File: config.mk
export PLATFORM = sky130hd
export DESIGN_NAME = spi_master_regs
export DESIGN_NICKNAME = d
export VERILOG_FILES = /design/src/rtl/spi_master_regs.sv
export SDC_FILE = /design/constraint.sdc
export NUM_CORES = 1
export LEC_CHECK = 0
export ABC_CLOCK_PERIOD_IN_PS = 9100
export CAP_MARGIN = 20
export CORE_ASPECT_RATIO = 0.75
export CORE_MARGIN = 2
export CORE_UTILIZATION = 50
export CTS_CLUSTER_DIAMETER = 150
export DETAILED_ROUTE_END_ITERATION = 7
export DONT_BUFFER_PORTS = 1
export MAX_ROUTING_LAYER = met4
export SLEW_MARGIN = 20
export SYNTH_ARGS = -nofsm -noshare
export SYNTH_HDL_FRONTEND = slang
export SYNTH_SLANG_ARGS = --single-unit
File: constraint.sdc
create_clock -name clk -period 9.1 [get_ports clk]
set_clock_uncertainty 0.2 [all_clocks]
set_input_delay 0.455 -clock clk [delete_from_list [all_inputs] [get_ports clk]]
set_output_delay 0.455 -clock clk [all_outputs]
set_load 0.05 [all_outputs]
File: src/rtl/spi_master_regs.sv
module spi_master_regs #(
  parameter int DW     = 16,
  parameter int DEPTH  = 8,
  parameter int AW     = 12,
  parameter int RX_LVL = 4,
  parameter int TX_LVL = 4
) (
  input  logic          clk,
  input  logic          rst_n,
  input  logic          bus_rd,
  input  logic          bus_wr,
  input  logic [AW-1:0] bus_addr,
  input  logic [DW-1:0] bus_wdata,
  output logic [DW-1:0] bus_rdata,
  output logic          irq,
  output logic          sclk,
  output logic          cs_n,
  output logic          mosi,
  input  logic          miso
);
  localparam int PW = $clog2(DEPTH);
  localparam int CW = $clog2(DEPTH + 1);
  localparam int SW = $clog2(DW);

  logic [DW-1:0] ctl0;
  logic [3:0]    ctl1;
  logic [7:0]    presc;
  logic [3:0]    imask;
  logic [DW-1:0] tx_mem [DEPTH];
  logic [DW-1:0] rx_mem [DEPTH];
  logic [PW-1:0] tx_rp, tx_wp, rx_rp, rx_wp;
  logic [CW-1:0] tx_cnt, rx_cnt;
  logic          shifting, sclk_q;
  logic [SW-1:0] bit_left, size_q;
  logic [DW-1:0] tx_sh, rx_sh, wmask;
  logic [7:0]    div;

  function automatic logic [PW-1:0] nxt(input logic [PW-1:0] p);
    return (p == PW'(DEPTH - 1)) ? '0 : p + 1'b1;
  endfunction

  always_comb
    for (int i = 0; i < DW; i++) wmask[i] = (SW'(i) <= ctl0[SW-1:0]);

  wire a_c0 = bus_addr == AW'('h00);
  wire a_c1 = bus_addr == AW'('h04);
  wire a_dr = bus_addr == AW'('h08);
  wire a_st = bus_addr == AW'('h0C);
  wire a_ps = bus_addr == AW'('h10);
  wire a_im = bus_addr == AW'('h14);
  wire a_ri = bus_addr == AW'('h18);
  wire a_mi = bus_addr == AW'('h1C);
  wire a_id = bus_addr >= AW'('hFE0);

  wire tx_full = tx_cnt == CW'(DEPTH);
  wire rx_full = rx_cnt == CW'(DEPTH);
  wire loop    = ctl1[0];
  wire start   = ctl1[1] && !shifting && tx_cnt != 0 && !rx_full;
  wire lb_move = start && loop;
  wire [7:0] half = (presc < 8'd2) ? 8'd2 : presc;
  wire tick      = div == half - 8'd1;
  wire word_done = shifting && tick && sclk_q && bit_left == '0;

  wire tx_push = bus_wr && a_dr && !tx_full;
  wire tx_pop  = lb_move || word_done;
  wire rx_pop  = bus_rd && a_dr && rx_cnt != 0;
  wire rx_push = tx_pop;
  wire [DW-1:0] rx_in = lb_move ? tx_mem[tx_rp] : rx_sh;

  wire [4:0] status = {tx_cnt != 0, rx_full, rx_cnt != 0, !tx_full, tx_cnt == 0};
  wire [3:0] ris    = {tx_cnt <= CW'(TX_LVL), rx_cnt >= CW'(RX_LVL), 2'b00};

  assign irq  = |(ris & imask);
  assign sclk = sclk_q;
  assign cs_n = !shifting;
  assign mosi = shifting && tx_sh[size_q];

  always_comb begin
    bus_rdata = '0;
    if (a_id) begin
      case (bus_addr[4:2])
        3'd0: bus_rdata = DW'(8'h22);
        3'd1: bus_rdata = DW'(8'h10);
        3'd2: bus_rdata = DW'(8'h04);
        3'd3: bus_rdata = DW'(8'h00);
        3'd4: bus_rdata = DW'(8'h0D);
        3'd5: bus_rdata = DW'(8'hF0);
        3'd6: bus_rdata = DW'(8'h05);
        default: bus_rdata = DW'(8'hB1);
      endcase
    end
    else if (a_c0) bus_rdata = ctl0;
    else if (a_c1) bus_rdata = DW'(ctl1);
    else if (a_dr) bus_rdata = (rx_cnt != 0) ? rx_mem[rx_rp] : '0;
    else if (a_st) bus_rdata = DW'(status);
    else if (a_ps) bus_rdata = DW'(presc);
    else if (a_im) bus_rdata = DW'(imask);
    else if (a_ri) bus_rdata = DW'(ris);
    else if (a_mi) bus_rdata = DW'(ris & imask);
  end

  always_ff @(posedge clk) begin
    if (tx_push) tx_mem[tx_wp] <= bus_wdata & wmask;
    if (rx_push) rx_mem[rx_wp] <= rx_in & wmask;
  end

  always_ff @(posedge clk or negedge rst_n) begin
    if (!rst_n) begin
      ctl0 <= '0; ctl1 <= '0; presc <= '0; imask <= '0;
      tx_rp <= '0; tx_wp <= '0; rx_rp <= '0; rx_wp <= '0;
      tx_cnt <= '0; rx_cnt <= '0;
    end else begin
      if (bus_wr && a_c0) ctl0  <= bus_wdata;
      if (bus_wr && a_c1) ctl1  <= bus_wdata[3:0];
      if (bus_wr && a_ps) presc <= bus_wdata[7:0];
      if (bus_wr && a_im) imask <= bus_wdata[3:0];
      if (tx_push) tx_wp <= nxt(tx_wp);
      if (tx_pop)  tx_rp <= nxt(tx_rp);
      if (rx_push) rx_wp <= nxt(rx_wp);
      if (rx_pop)  rx_rp <= nxt(rx_rp);
      tx_cnt <= tx_cnt + CW'(tx_push) - CW'(tx_pop);
      rx_cnt <= rx_cnt + CW'(rx_push) - CW'(rx_pop);
    end
  end

  always_ff @(posedge clk or negedge rst_n) begin
    if (!rst_n) begin
      shifting <= 1'b0; sclk_q <= 1'b0; div <= '0;
      bit_left <= '0; size_q <= '0; tx_sh <= '0; rx_sh <= '0;
    end else if (start && !loop) begin
      shifting <= 1'b1;
      sclk_q   <= 1'b0;
      div      <= '0;
      tx_sh    <= tx_mem[tx_rp];
      bit_left <= ctl0[SW-1:0];
      size_q   <= ctl0[SW-1:0];
      rx_sh    <= '0;
    end else if (shifting) begin
      if (!tick) div <= div + 8'd1;
      else begin
        div <= '0;
        if (!sclk_q) begin
          sclk_q <= 1'b1;
          rx_sh  <= {rx_sh[DW-2:0], miso};
        end else begin
          sclk_q <= 1'b0;
          if (bit_left == '0) shifting <= 1'b0;
          else begin
            bit_left <= bit_left - 1'b1;
            tx_sh    <= {tx_sh[DW-2:0], 1'b0};
          end
        end
      end
    end
  end

  p_rx_bound_r7: assert property (@(posedge clk) disable iff (!rst_n)
    rx_cnt <= CW'(DEPTH)) else $error("rx queue over depth");

  p_stall_r7: assert property (@(posedge clk) disable iff (!rst_n)
    rx_full |-> !shifting) else $error("shifting with full rx queue");

  p_drop_r5: assert property (@(posedge clk) disable iff (!rst_n)
    (bus_wr && a_dr && tx_full && !tx_pop) |=> tx_full) else $error("full write changed count");

  p_disabled_r4: assert property (@(posedge clk) disable iff (!rst_n)
    (!ctl1[1] && !shifting) |=> $stable(tx_rp)) else $error("word moved while disabled");

  p_sclk_idle_r9: assert property (@(posedge clk) disable iff (!rst_n)
    cs_n |-> !sclk) else $error("sclk active without select");

  p_empty_read_r6: assert property (@(posedge clk) disable iff (!rst_n)
    (bus_rd && a_dr && rx_cnt == 0) |-> bus_rdata == '0) else $error("empty read nonzero");

  p_irq_rx_r8: assert property (@(posedge clk) disable iff (!rst_n)
    (rx_cnt >= CW'(RX_LVL) && imask[2]) |-> irq) else $error("rx interrupt missing");
endmodule

==> flow_summary.ini <==
[outcome]
outcome = completed

[worst_setup_path]
path_class = reg -> reg
slowest_delay_ns = 0.73
crit_fanout = 9
cp-start-kind = flip-flop
cp.required_ns = 9.14
endpoint_kind = flip-flop
path_cells = or4_4, o21ai_0, ha_1, nor3b_1, xnor2_1, o22a_1, a22o_1, or2_4, o21a_4, clkinv_4, nand2_4, nor3b_2, buf_4
r2r.worst_path.cells = 13
cpMaxStageDelayCell = nor3b_2
cp.buffers_inverters = 2
path_depth = 13
crit_arrival_ns = 5.01
crit_family = simple AND/OR/NAND/NOR gates

[sta]
finalSetupTns_ns = 0
slew_viol_final = 0
min_period_ns = 4.972
fmax_ghz = 0.2011
setup_ws_ns = 4.128
relSlewSlack = 0.2922
tightest_slew_ns = 1.052
final-hold-violation-count = 0
setup_violations = 0
finalCritPeriodShare = 0.5464
rsz0062_at_grt = false

[layout]
layout_commonest_cell = edfxtp_1
fin_nets = 1134
seq_area_um2 = 10240
fill_cells = 2420
area_growth_pct = 13.10
final_cell_mix = edfxtp_1, nand2_1, dfrtp_1
multi_input_area_um2 = 5169
layout-drive-gt1-share = 0.2060

[clock_tree]
clockBufferDepth = 3
cts_setup_buffers = 0
clock_latency_ns = 0.54
cts-root-buf = clkbuf_16
cts_tree = built
clk_pin_slew_ns = 0.06
cts.sinks = 358
cts_inserted_buffers = 37
htree_num_levels = 2

[hold_path]
min_path_type = in -> reg
whs_path_depth = 2

[global_routing]
grt_max_degree = 103
grt_pass1_vias = 8786
grt_first_pass_wirelength_mm = 55.29
grt.total_usage = 0.2353
antenna_found_initial = 4
grt_overflow = 0

[yosys]
synth_area_leaders = edfxtp_1, dfrtp_1, mux4_2
synth_edf_count = 256
netlist_area_um2 = 15630
synth-main-ff-cell = edfxtp_1
async_flop_share = 0.2849
synth.distinct_cells = 64
synth_top_area_cell = edfxtp_1
yosysTopAreaCellShare = 0.4919
avgSynthCellArea_um2 = 15.00
ys_seq_area_frac = 0.6552
yosys_register_bits = 358
syn_inst = 1042
yosysWarningCount = 0
syn_nets = 1103

[drt]
drc = 0
firstDrtPassIters = 5
wl_per_cell_um = 23.91
initialDrtViolationCount = 967
via_per_inst = 5.927
vias = 8956
ant_nets = 0
drt_wl_total_mm = 36.13

[floorplanning]
dieHeight_um = 157.1
start_util = 0.5035
row_count = 56
pin_count = 53
die_x_um = 208.2
fp.coreArea_um2 = 31040
die-area_um2 = 32700

[power]
power_density_nw_per_um2 = 198.8
p_leak_nw = 6.228
ir_drop_uv = 151.7

[run]
maxCapViolCount = 0

[placement]
hpwlAfterDp_mm = 23.21
post-place-ws_ns = 4.082
gp_congestion = 0.8580
port_buffers = 0
## path summary, 6_finish.rpt
check                      slack (ns)                       to                  from
max reg2reg                      4.13  rx_mem[3][11]$_DFFE_PP_  presc[7]$_DFFE_PN0P_
max in group asynchronous        7.94     ctl0[14]$_DFFE_PN0P_                 rst_n
min                              0.06     rx_rp[1]$_DFFE_PN0P_                bus_rd
min reg2reg                      0.29      ctl0[9]$_DFFE_PN0P_   ctl0[9]$_DFFE_PN0P_
min in group asynchronous        0.33       div[1]$_DFFE_PN0P_                 rst_n
max                              4.13  rx_mem[3][11]$_DFFE_PP_  presc[7]$_DFFE_PN0P_
## per-layer routing
layer | track usage | routed length, µm
met1 | 0.3548 | 17820
met2 | 0.3348 | 15680
met3 | 0.04509 | 2148
met4 | 0.04967 | 482
met5 | - | 0
## cells in the mapped netlist, types with 5 or more instances
| cell type | count |
|---|---|
| mux2i_1 | 32 |
| clkbuf_1 | 42 |
| nor2_1 | 48 |
| nand2b_1 | 9 |
| a21oi_1 | 21 |
| nand3_1 | 19 |
| mux4_2 | 69 |
| inv_1 | 27 |
| and3_1 | 5 |
| mux2_2 | 35 |
| buf_2 | 8 |
| nor3_1 | 16 |
| or3_1 | 7 |
| and2_1 | 5 |
| nand2_1 | 118 |
| nor2b_1 | 10 |
| buf_1 | 7 |
| xnor2_1 | 8 |
| o21ai_0 | 56 |
| o221ai_1 | 19 |
| dfrtp_1 | 102 |
| a211oi_1 | 12 |
| xor2_1 | 8 |
| ha_1 | 26 |
| edfxtp_1 | 256 |
## per-stage QoR
stage / power, mW / instance area, µm² / hold slack [ns] / util / cells
floorplan: 1.978 / 15630 / -0.04059 / - / 1042
global placement: 2.022 / 16200 / -0.03629 / 0.5220 / 1420
detailed placement: 2.025 / 16230 / -0.03511 / 0.5228 / 1420
CTS: 3.546 / 17640 / 0.04808 / 0.5684 / 1507
global route: 3.634 / 17680 / 0.06551 / 0.5695 / 1511
finish: 3.513 / 17680 / 0.05684 / 0.5695 / 1511
## power breakdown
| group | switching (mW) | total, mW | internal (mW) |
|---|---|---|---|
| clock | 0.646 | 1.50 | 0.859 |
| combinational | 0.119 | 0.207 | 0.0879 |
| sequential | 0.0347 | 1.80 | 1.77 |
## worst reg2reg max path: stages (launching register included)
cell,delay (ns)
dfrtp_1,0.44
or4_4,0.57
o21ai_0,0.31
ha_1,0.24
nor3b_1,0.48
xnor2_1,0.12
o22a_1,0.22
a22o_1,0.26
or2_4,0.31
o21a_4,0.25
clkinv_4,0.11
nand2_4,0.08
nor3b_2,0.73
buf_4,0.34
## cells by family (layout without fill, tap and decap cells)
kind of cell	after synthesis	in the layout	synth area share
compound gates	152	152	0.06421
other cells	0	3	0
xor+xnor	16	16	0.008967
mux	136	136	0.1451
fa+ha+maj	28	28	0.02338
flops	358	358	0.6552
simple gates	267	267	0.08174
buf+inv	85	145	0.02138
## state kept, by name, summed over array words and instances, names as in the netlist
register and count:
tx_mem 128, rx_mem 128, tx_rp 3, tx_cnt 4, ctl1 4, size_q 4
rx_rp 3, div 8, imask 4, bit_left 4, sclk 1, rx_sh 16
rx_cnt 4, ctl0 16, tx_wp 3, tx_sh 16, rx_wp 3, presc 8
shifting 1
## layout make-up
class | instances | share of cell area
repair buffers | 49 | 0.02435
clock buffers | 47 | 0.05741
multi-input cells | 599 | 0.2924
well taps | 406 | 0.02874
diodes | 3 | 0.0004247
flip-flops and latches | 358 | 0.5795
clock inverters | 21 | 0.01097
inverters | 28 | 0.006229
## repair_timing
action	in CTS	in global routing
resized for setup	0	0
hold buffers	19	0
endpoints found under the hold margin	143	0
Power figures use the tool's default switching activity.
